## config.mk

```make
export PLATFORM = sky130hd
export DESIGN_NAME = rgbt_lcd_timing
export DESIGN_NICKNAME = d
export VERILOG_FILES = /design/src/rtl/rgbt_pkg.sv /design/src/rtl/rgbt_raster.sv /design/src/rtl/rgbt_ctrl.sv /design/src/rtl/rgbt_outreg.sv /design/src/rtl/rgbt_lcd_timing.sv
export SDC_FILE = /design/constraint.sdc
export NUM_CORES = 1
export LEC_CHECK = 0
export BUFFER_PORTS_ARGS = -buffer_cell sky130_fd_sc_hd__buf_2
export CORE_UTILIZATION = 45
export DETAILED_ROUTE_END_ITERATION = 8
export GPL_TIMING_DRIVEN = 0
export PLACE_DENSITY = 0.74
export SETUP_SLACK_MARGIN = 0.5
export SKIP_LAST_GASP = 1
export SYNTH_ARGS = -nofsm -noshare
export SYNTH_HDL_FRONTEND = slang
export SYNTH_SLANG_ARGS = --single-unit
```

## constraint.sdc

```tcl
create_clock -name clk -period 11.1 [get_ports clk]
set_input_delay 1.665 -clock clk [delete_from_list [all_inputs] [get_ports clk]]
set_output_delay 1.665 -clock clk [all_outputs]
set_load 0.01 [all_outputs]
```

## src/rtl/rgbt_pkg.sv

```systemverilog
package rgbt_pkg;
    typedef enum logic [1:0] {
        ST_IDLE  = 2'd0,
        ST_RUN   = 2'd1,
        ST_DRAIN = 2'd2
    } rgbt_state_e;
endpackage

```

## src/rtl/rgbt_raster.sv

```systemverilog
module rgbt_raster #(
    parameter int CW = 12
) (
    input  logic          clk,
    input  logic          rst_n,
    input  logic          running,
    input  logic [CW-1:0] cfg_hper,
    input  logic [CW-1:0] cfg_hpw,
    input  logic [CW-1:0] cfg_hwait,
    input  logic [CW-1:0] cfg_hval,
    input  logic [CW-1:0] cfg_vper,
    input  logic [CW-1:0] cfg_vpw,
    input  logic [CW-1:0] cfg_vwait,
    input  logic [CW-1:0] cfg_vact,
    output logic [CW-1:0] hcnt,
    output logic [CW-1:0] sh_hper,
    output logic          in_hs,
    output logic          in_vs,
    output logic          win,
    output logic          frame_end
);
    localparam int SW = CW + 1;

    logic [CW-1:0] vcnt;
    logic [CW-1:0] sh_hpw, sh_hwait, sh_hval, sh_vper, sh_vpw, sh_vwait, sh_vact;
    logic [SW-1:0] h_next, v_next, h_stop, v_stop;
    logic          line_end, reload;

    always_comb begin
        h_next    = {1'b0, hcnt} + SW'(1);
        v_next    = {1'b0, vcnt} + SW'(1);
        h_stop    = {1'b0, sh_hwait} + {1'b0, sh_hval};
        v_stop    = {1'b0, sh_vwait} + {1'b0, sh_vact};
        line_end  = h_next >= {1'b0, sh_hper};
        frame_end = running && line_end && (v_next >= {1'b0, sh_vper});
        reload    = !running || frame_end;
        in_hs     = hcnt < sh_hpw;
        in_vs     = vcnt < sh_vpw;
        win       = (hcnt >= sh_hwait) && ({1'b0, hcnt} < h_stop) &&
                    (vcnt >= sh_vwait) && ({1'b0, vcnt} < v_stop);
    end

    // shadow copy: only between frames or while stopped
    always_ff @(posedge clk) begin
        if (!rst_n) begin
            sh_hper <= '0; sh_hpw <= '0; sh_hwait <= '0; sh_hval <= '0;
            sh_vper <= '0; sh_vpw <= '0; sh_vwait <= '0; sh_vact <= '0;
        end else if (reload) begin
            sh_hper <= cfg_hper; sh_hpw <= cfg_hpw; sh_hwait <= cfg_hwait; sh_hval <= cfg_hval;
            sh_vper <= cfg_vper; sh_vpw <= cfg_vpw; sh_vwait <= cfg_vwait; sh_vact <= cfg_vact;
        end
    end

    always_ff @(posedge clk) begin
        if (!rst_n || reload) begin
            hcnt <= '0;
            vcnt <= '0;
        end else if (line_end) begin
            hcnt <= '0;
            vcnt <= v_next[CW-1:0];
        end else begin
            hcnt <= h_next[CW-1:0];
        end
    end
endmodule

```

## src/rtl/rgbt_ctrl.sv

```systemverilog
module rgbt_ctrl
    import rgbt_pkg::*;
(
    input  logic        clk,
    input  logic        rst_n,
    input  logic        sync_on,
    input  logic        recover_en,
    input  logic        win,
    input  logic        frame_end,
    input  logic        pix_valid,
    input  logic        pix_sof,
    output rgbt_state_e st_q,
    output logic        pix_ready,
    output logic        take
);
    rgbt_state_e st_d;

    always_ff @(posedge clk) begin
        if (!rst_n) st_q <= ST_IDLE;
        else        st_q <= st_d;
    end

    always_comb begin
        st_d = st_q;
        unique case (st_q)
            ST_IDLE:  if (sync_on) st_d = ST_RUN;
            ST_RUN: begin
                if (!sync_on)
                    st_d = ST_IDLE;
                else if (win && !pix_valid && recover_en && !frame_end)
                    st_d = ST_DRAIN;
            end
            ST_DRAIN: begin
                if (!sync_on)       st_d = ST_IDLE;
                else if (frame_end) st_d = ST_RUN;
            end
            default: st_d = ST_IDLE;
        endcase
    end

    always_comb begin
        pix_ready = 1'b0;
        take      = 1'b0;
        unique case (st_q)
            ST_IDLE:  pix_ready = 1'b0;
            ST_RUN: begin
                pix_ready = win;
                take      = win && pix_valid;
            end
            ST_DRAIN: pix_ready = !(pix_valid && pix_sof);
            default:  pix_ready = 1'b0;
        endcase
    end
endmodule

```

## src/rtl/rgbt_outreg.sv

```systemverilog
module rgbt_outreg #(
    parameter int DW = 24
) (
    input  logic          clk,
    input  logic          rst_n,
    input  logic          live,
    input  logic          in_hs,
    input  logic          in_vs,
    input  logic          win,
    input  logic          take,
    input  logic [DW-1:0] pix_data,
    input  logic          en_present,
    input  logic          hs_pol,
    input  logic          vs_pol,
    input  logic          de_pol,
    output logic          hs_raw,
    output logic          vs_raw,
    output logic          de_raw,
    output logic [DW-1:0] data_raw,
    output logic          lcd_hsync,
    output logic          lcd_vsync,
    output logic          lcd_de,
    output logic [DW-1:0] lcd_data
);
    always_ff @(posedge clk) begin
        if (!rst_n) begin
            hs_raw   <= 1'b0;
            vs_raw   <= 1'b0;
            de_raw   <= 1'b0;
            data_raw <= '0;
        end else begin
            hs_raw   <= live && in_hs;
            vs_raw   <= live && in_vs;
            de_raw   <= live && win;
            data_raw <= take ? pix_data : '0;
        end
    end

    always_comb begin
        lcd_hsync = hs_pol ? hs_raw : !hs_raw;
        lcd_vsync = vs_pol ? vs_raw : !vs_raw;
        lcd_de    = de_pol ? (de_raw && en_present) : !(de_raw && en_present);
        lcd_data  = data_raw;
    end
endmodule

```

## src/rtl/rgbt_lcd_timing.sv

```systemverilog
module rgbt_lcd_timing
    import rgbt_pkg::*;
#(
    parameter int CW = 12,
    parameter int DW = 24
) (
    input  logic          clk,
    input  logic          rst_n,
    input  logic          sync_on,
    input  logic          recover_en,
    input  logic          en_present,
    input  logic          hs_pol,
    input  logic          vs_pol,
    input  logic          de_pol,
    input  logic [CW-1:0] h_period,
    input  logic [CW-1:0] h_pulse,
    input  logic [CW-1:0] h_wait,
    input  logic [CW-1:0] h_valid,
    input  logic [CW-1:0] v_period,
    input  logic [CW-1:0] v_pulse,
    input  logic [CW-1:0] v_wait,
    input  logic [CW-1:0] v_active,
    input  logic          pix_valid,
    input  logic [DW-1:0] pix_data,
    input  logic          pix_sof,
    output logic          pix_ready,
    output logic          lcd_hsync,
    output logic          lcd_vsync,
    output logic          lcd_de,
    output logic [DW-1:0] lcd_data
);
    rgbt_state_e   st_q;
    logic          live, in_hs, in_vs, win, frame_end, take;
    logic          hs_raw, vs_raw, de_raw;
    logic [DW-1:0] data_raw;
    logic [CW-1:0] hcnt, sh_hper;

    assign live = (st_q != ST_IDLE);

    rgbt_raster #(.CW(CW)) raster_i (
        .clk(clk), .rst_n(rst_n), .running(live),
        .cfg_hper(h_period), .cfg_hpw(h_pulse), .cfg_hwait(h_wait), .cfg_hval(h_valid),
        .cfg_vper(v_period), .cfg_vpw(v_pulse), .cfg_vwait(v_wait), .cfg_vact(v_active),
        .hcnt(hcnt), .sh_hper(sh_hper), .in_hs(in_hs), .in_vs(in_vs),
        .win(win), .frame_end(frame_end)
    );

    rgbt_ctrl ctrl_i (
        .clk(clk), .rst_n(rst_n), .sync_on(sync_on), .recover_en(recover_en),
        .win(win), .frame_end(frame_end), .pix_valid(pix_valid), .pix_sof(pix_sof),
        .st_q(st_q), .pix_ready(pix_ready), .take(take)
    );

    rgbt_outreg #(.DW(DW)) outreg_i (
        .clk(clk), .rst_n(rst_n), .live(live), .in_hs(in_hs), .in_vs(in_vs),
        .win(win), .take(take), .pix_data(pix_data), .en_present(en_present),
        .hs_pol(hs_pol), .vs_pol(vs_pol), .de_pol(de_pol),
        .hs_raw(hs_raw), .vs_raw(vs_raw), .de_raw(de_raw), .data_raw(data_raw),
        .lcd_hsync(lcd_hsync), .lcd_vsync(lcd_vsync), .lcd_de(lcd_de), .lcd_data(lcd_data)
    );
endmodule

```

==> results of run 1 <==
-- sequential cells by signal, indices dropped and copies added (netlist names) --
name and flops:
raster_i.sh_hwait 12, raster_i.sh_vwait 12, raster_i.sh_vact 12, raster_i.sh_hper 12, outreg_i.vs_raw 1, raster_i.sh_vper 12, ctrl_i.st_q 2, outreg_i.hs_raw 1
raster_i.sh_hval 12, raster_i.sh_vpw 12, outreg_i.de_raw 1, raster_i.hcnt 12, raster_i.vcnt 12, outreg_i.data_raw 24, raster_i.sh_hpw 12
-- synth_stat cells (3+ instances only) --
master / number / area share (%)
nor2b_1: 20 / 1.4
nand4_1: 6 / 0.42
and3_1: 9 / 0.64
o211ai_1: 7 / 0.59
a211oi_1: 8 / 0.68
buf_4: 3 / 0.25
and4_1: 3 / 0.30
and3_4: 3 / 0.38
nand2_1: 234 / 9.9
or2_2: 4 / 0.28
a211o_1: 3 / 0.30
or4_1: 4 / 0.34
a21boi_0: 76 / 6.5
a2111oi_0: 3 / 0.30
o21a_1: 6 / 0.51
a21boi_1: 20 / 1.7
inv_1: 80 / 3.4
o21bai_1: 3 / 0.25
nand3_1: 16 / 0.91
dfxtp_1: 149 / 34
clkbuf_1: 20 / 0.85
xor2_1: 32 / 3.2
nand2b_1: 13 / 0.92
and2_1: 27 / 1.9
xnor2_1: 22 / 2.2
nor3_1: 9 / 0.51
o21ai_0: 30 / 1.7
a31oi_1: 4 / 0.28
ha_1: 122 / 17
buf_2: 11 / 0.62
buf_6: 3 / 0.38
nor2_1: 25 / 1.1
a21o_1: 14 / 1.2
a21oi_1: 33 / 1.9
-- through the flow --
stage / cell area [um^2] / cells / hold WS (ns)
detailed placement: 9950 / 1470 / 0.448
global placement: 9950 / 1470 / 0.442
floorplan: 8840 / 1053 / 0.431
finish: 10600 / 1502 / 0.450
global route: 10600 / 1502 / 0.473
CTS: 10600 / 1502 / 0.457
-- cell usage in the layout, fill, tap and decap left out, types with 13 or more instances in the layout --
master and instances:
dfxtp_1 149, a21o_1 14, xnor2_1 22, nand3_1 16, nor2b_1 20, and2_1 27, nand2_1 234, nor2_1 25
a21boi_1 20, xor2_1 32, inv_1 80, ha_1 122, buf_2 168, o21ai_0 30, a21boi_0 76, a21oi_1 33
nand2b_1 13, clkbuf_1 21, clkbuf_16 17
-- kinds of logic (layout without fill, tap and decap cells) --
logic type,Yosys count,count (layout)
flops,149,149
buf+inv,118,307
fa+ha+maj,124,124
xor+xnor,54,54
mux,2,2
compound gates,226,226
simple gates,380,380
-- final timing paths --
check	startpoint	to	slack, ns
worst max register to register	raster_i.sh_hwait[0]$_SDFFE_PN0P_	outreg_i.data_raw[18]$_SDFF_PN0_	7.04
worst min-delay path	raster_i.sh_hpw[6]$_SDFFE_PN0P_	raster_i.sh_hpw[6]$_SDFFE_PN0P_	0.45
worst max-delay path	raster_i.sh_hval[1]$_SDFFE_PN0P_	pix_ready	5.23
worst min register to register	raster_i.sh_hpw[6]$_SDFFE_PN0P_	raster_i.sh_hpw[6]$_SDFFE_PN0P_	0.45
-- final cells by class --
cell class / count / area [um^2]
Fill cell: 1767 / 8390
Multi-Input combinational cell: 786 / 5360
Sequential cell: 149 / 2980
Timing Repair Buffer: 157 / 786
Clock buffer: 19 / 443
Tap cell: 260 / 325
Inverter: 80 / 300
Buffer: 38 / 190
Clock inverter: 13 / 173
-- power breakdown --
part	total, uW	switching (uW)	internal, uW	leakage [uW]
sequential	660	52.4	608	0.00122
combinational	588	344	244	0.00349
clock	605	242	363	0.000292
total	1850	639	1210	0.00500
-- worst min-delay path, cell delays in order (launching register included) --
cell      delay [ns]
dfxtp_1         0.31
nand2_1         0.05
a21boi_1        0.05
-- routing by layer --
| metal | global-route usage, % | share of wire, % |
|---|---|---|
| met5 | 0 | 0 |
| met3 | 4.74 | 5.0 |
| met4 | 6.56 | 1.4 |
| met2 | 37.2 | 48 |
| met1 | 27.0 | 46 |
==> run_results.csv, run 1 <==
group,metric,value,unit
run_status,outcome,"finished clean",
power,irDropWorstVdd,0.000137,V
floorplanning,chipHeight,142,um
worst_setup_path,reg2reg_depth,18,
flow_run,drv_cap,0,
yosys,syn_inst,1053,
drt,drt-total-wl,20700,um
worst_setup_path,cp_num_cells,17,
worst_setup_path,cp_max_fo,6,
power,powerDensity,175,nW/um^2
drt,vias,7595,
timing,tightest_slew,0.761,ns
global_routing,antenna_found_initial,0,
clock_tree,htreeDepth,4,
worst_setup_path,cp.required,9.44,ns
yosys,ys_warn_count,0,
yosys,syn_avg_cell_area,8.39,um^2
yosys,synth-simple-area-share,19.6,%
worst_setup_path,cp_top_family,"compound AO/OA/AOI/OAI gates",
floorplanning,initial_core_util,46.6,%
placed_design,io_buffer_count,157,
final_layout,area_delta_synth_final,19.5,%
drt,viasPerCell,5.06,
yosys,muxShareOfSynthArea,0.241,%
floorplanning,io-pin-count,158,
floorplanning,fp-row-count,50,
clock_tree,cts-root-buf,"clkbuf_16",
power,total_power,1850,uW
global_routing,grt_pass1_vias,7535,
worst_setup_path,worst-setup-path-type,"flop to primary output",
timing,fin_skew,0.0110,ns
clock_tree,cts_hold_buffers,0,
yosys,synth_compound_area_share,17.7,%
floorplanning,die_area,20200,um^2
timing,rsz0062_at_grt,"false",
worst_setup_path,cp_num_buf_inv,1,
final_layout,layout.nets,1483,
yosys,ys.flop_type,"dfxtp_1",
worst_setup_path,slowest_stage,"or4_1",
timing,finalMaxSlewViolations,0,
worst_hold_path,hold_depth,2,
yosys,ys_ff_latch,149,
yosys,synth_top_family_by_area,"simple AND/OR/NAND/NOR gates",
worst_setup_path,cp-end-kind,"primary output",
yosys,synth_edf_count,0,
final_layout,finish.utilization,55.7,%
global_routing,grt_usage,21.7,%
timing,fin_setup_tns,0,ns
yosys,synth_xor_area_share,5.35,%
worst_setup_path,critPathArrivalTime,4.21,ns
yosys,synth.net_count,1307,
global_routing,grt_max_degree,17,
timing,period_share,52.9,%
placed_design,dpl.hpwl,16200,um
timing,setup_violations,0,
floorplanning,coreArea,19000,um^2
timing,slew-limit-headroom,49.3,%
drt,drt_iter0_drc,299,
placed_design,dpl_worst_slack,5.71,ns
timing,final_hold_viol_count,0,
clock_tree,clock-sinks,149,
clock_tree,clk_pin_slew,0.06,ns
timing,fmax,0.170,GHz
final_layout,drive_gt1_share,17.5,%
placed_design,gp_congestion,0.837,
worst_setup_path,start_kind,"flop",
timing,fin_crit,5.87,ns
drt,drc,0,
worst_setup_path,slowest_delay,0.53,ns
worst_hold_path,hold_path.class,"flop to flop",
clock_tree,post-cts-setup-buffers,0,
power,p_leak,0.00500,uW
clock_tree,cts_tree,"yes",
floorplanning,fp.dieW,142,um
worst_setup_path,cp_cell_sequence,"ha_1 > a21o_1 > a21oi_1 > nor2b_1 > o211ai_1 > nand2_1 > a41oi_1 > a21oi_1 > xnor2_1 > ha_1 > o21bai_1 > or4_1 > and4_1 > o21ai_1 > o21ai_0 > and2_1 > buf_2",
drt,drt_pass1_iterations,4,
clock_tree,clock_latency,0.43,ns
yosys,ys_async_sr_fraction,0,%
yosys,synth-adder-area-share,17.7,%
drt,antenna_left,0,
timing,setup_slack,5.23,ns
global_routing,grt_pass1_wl,34800,um
yosys,synthesis.area,8840,um^2
clock_tree,cts_buffers,17,
global_routing,overflow,0,
yosys,yosys.cell_types.count,59,
clock_tree,cts-resized-gates,0,
clock_tree,clockBufferDepth,2,
final_layout,antenna_cells,0,
yosys,synth-seq-area-share,33.8,%
drt,wire_per_inst,13.8,um
(Power assumes the default switching activity.)
==> run 2, diff against run 1 <==
- PLACE_DENSITY: 0.74 -> 0.76
- clock period: 11.1 -> 5 ns (I/O delays scaled with it)
==> run 2 against run 1 <==
  * Combinational power increased by 130%
  * Utilization increased by 0.92 points
  * Clock-buffer cell count down 1
  * Via count increased by 0.80%
  * Clock power grew 120%
  * Critical path depth unchanged
  * Clock skew is 0.0022 ns lower
  * Routed wire length up 1.5%
  * Sequential share of layout area down 0.39 points
==> run_results.csv, run 2 (same netlist as run 1, synthesis figures left out) <==
group,metric,value,unit
final_layout,final_common_cell,"nand2_1",
clock_tree,clockBufferDepth,2,
floorplanning,coreArea,19000,um^2
timing,fin_setup_tns,0,ns
worst_setup_path,cp_cell_sequence,"ha_4 > a21o_1 > a21oi_2 > nor2b_1 > o211ai_1 > nand2_1 > a41oi_2 > a21oi_2 > xnor2_1 > ha_2 > o21bai_4 > or4_4 > and4_4 > o21ai_4 > o21ai_1 > and2_1 > buf_2",
timing,final_hold_viol_count,0,
worst_hold_path,min_from,"raster_i.sh_hpw[8]$_SDFFE_PN0P_",
placed_design,place_inst,1470,
power,sw_frac_of_total,34.7,%
drt,drc,0,
clock_tree,cts-root-buf,"clkbuf_16",
worst_setup_path,reg2reg_depth,19,
global_routing,grt_pass1_vias,7391,
worst_setup_path,r2r_end,"outreg_i.data_raw[21]$_SDFF_PN0_",
timing,setup_violations,0,
worst_hold_path,hold_end,"raster_i.sh_hpw[8]$_SDFFE_PN0P_",
power,power_frac_comb,32.5,%
drt,drt_iter0_drc,307,
final_layout,area_delta_synth_final,21.5,%
clock_tree,cts_buffers,17,
placed_design,gp_congestion,0.865,
global_routing,met3_usage,4.58,%
drt,drt_pass1_iterations,5,
drt,wire_per_inst,13.9,um
timing,period_share,90.2,%
worst_setup_path,start_kind,"flop",
global_routing,antenna_found_initial,1,
global_routing,grt_pass1_wl,34700,um
final_layout,final.fill_count,1709,
global_routing,met1_usage,27.0,%
clock_tree,cts_hold_buffers,0,
worst_hold_path,hold_depth,2,
drt,viasPerCell,5.07,
worst_setup_path,cp_max_fo,3,
drt,antenna_left,0,
clock_tree,cts_tree,"yes",
power,p_leak,0.00506,uW
worst_setup_path,cp_top_family,"compound AO/OA/AOI/OAI gates",
final_layout,largest_reg_flops,24,
global_routing,overflow,0,
worst_setup_path,cp.required,4.25,ns
final_layout,antenna_cells,0,
worst_setup_path,rrSetupSlack,1.04,ns
drt,vias,7656,
timing,slew-limit-headroom,51.1,%
final_layout,layout.nets,1490,
floorplanning,fp-row-count,50,
clock_tree,clk_pin_slew,0.06,ns
worst_setup_path,path_common_cell,"a21oi_2",
global_routing,grt_usage,21.8,%
final_layout,fin_cells,1509,
global_routing,grt_use_met2,37.3,%
floorplanning,initial_core_util,46.6,%
power,seqPwrFrac,35.4,%
worst_setup_path,cp-end-kind,"primary output",
clock_tree,clock-sinks,149,
placed_design,io_buffer_count,157,
final_layout,drive_gt1_share,20.0,%
flow_run,drv_cap,0,
timing,tightest_slew,0.733,ns
run_status,outcome,"finished clean",
worst_setup_path,rr_startpoint,"raster_i.sh_hval[1]$_SDFFE_PN0P_",
worst_setup_path,slowest_stage,"or4_4",
power,irDropWorstVdd,0.000248,V
worst_hold_path,hold_path.class,"flop to flop",
worst_setup_path,critPathArrivalTime,3.76,ns
floorplanning,fp.dieW,142,um
final_layout,layout_common_cells,"nand2_1 (234), buf_2 (168), dfxtp_1 (145)",
power,powerDensity,387,nW/um^2
timing,rsz0062_at_grt,"true",
power,switchingPower,1440,uW
placed_design,dpl.hpwl,16000,um
clock_tree,clock_latency,0.43,ns
power,clockPowerShare,32.1,%
floorplanning,chipHeight,142,um
clock_tree,htreeDepth,4,
final_layout,top_register,"outreg_i.data_raw",
floorplanning,die_area,20200,um^2
worst_setup_path,cp_num_buf_inv,1,
timing,fin_crit,4.51,ns
power,intPower,2710,uW
timing,fin_skew,0.00879,ns
worst_setup_path,worst-setup-path-type,"flop to primary output",
drt,drt-total-wl,21000,um
floorplanning,io-pin-count,158,
worst_setup_path,slowest_delay,0.51,ns
timing,finalMaxSlewViolations,0,
global_routing,top_usage_layer,"met2",
global_routing,grt_max_degree,17,
timing,fmax,0.222,GHz
run 2: cell types whose count changed in the layout (fill, tap and decap cells not counted), moves of 3 or more:
cell | previous run | this run
clkinv_4 | 3 | 0
a21oi_2 | 0 | 4
ha_1 | 122 | 119
dfxtp_1 | 149 | 145
buf_4 | 3 | 10
a21oi_1 | 33 | 29
dfxtp_2 | 0 | 3
inv_6 | 2 | 5
run 2: layer usage:
layer / wire (um) / vias to the layer above
met5: 0 / -
li1: - / 3934
met3: 1040 / 34
met2: 9890 / 206
met4: 447 / 0
met1: 9630 / 3482
run 2: final cells by class:
cell class                 instances  area [um^2]  share of cell area (%)
tap                              260          325                    3.03
clock buffer                      18          439                    4.09
timing repair buffer             164          838                    7.81
sequential                       149         2990                    27.8
multi-input combinational        786         5480                    51.1
inverter                          80          300                    2.80
buffer                            38          190                    1.77
clock inverter                    14          171                    1.60
run 2: metrics by stage:
stage          util (%)  cell area [um^2]  worst slack (ns)  hold slack [ns]  total power (uW)
2_1_floorplan         -              8840              1.06            0.431              2420
3_3_place_gp       52.5              9950             0.580            0.439              2750
3_5_place_dp       52.5              9950             0.473            0.445              2790
4_1_cts            56.3             10700             0.492            0.454              4160
5_1_grt            56.6             10700             0.340            0.478              4460
6_report           56.6             10700             0.491            0.451              4160
run 2: timing repair:
action,4_1_cts,5_1_grt
endpoints found under the setup margin,1,1
pin swaps,17,10
cloned,0,0
gates resized for setup,20,11
setup buffers,5,2
run 2: worst max path at each step:
stage                                                  from         to  slack [ns]  cells after the start
final                      raster_i.sh_hval[1]$_SDFFE_PN0P_  pix_ready        0.49                     17
after global placement     raster_i.sh_hval[1]$_SDFFE_PN0P_  pix_ready        0.58                     17
after CTS                 raster_i.sh_hwait[0]$_SDFFE_PN0P_  pix_ready        0.49                     17
after detailed placement   raster_i.sh_hval[1]$_SDFFE_PN0P_  pix_ready        0.47                     17
after global routing       raster_i.sh_hval[1]$_SDFFE_PN0P_  pix_ready        0.34                     18
after floorplan            raster_i.sh_hval[1]$_SDFFE_PN0P_  pix_ready        1.06                     16
run 2: power groups by stage:
stage               clock, uW  combinational, uW  sequential [uW]
floorplan                   0                973             1450
global placement            0               1260             1490
detailed placement          0               1290             1490
CTS                      1360               1330             1470
global route             1420               1550             1490
finish                   1340               1350             1470
run 2: worst reg2reg max path, delay by kind of cell, from the launching register on:
family	cells	cell delay (ns)
flops	1	0.38
simple gates	7	1.25
buf+inv	2	0.46
xor+xnor	1	0.20
compound gates	7	1.11
fa+ha+maj	2	0.53
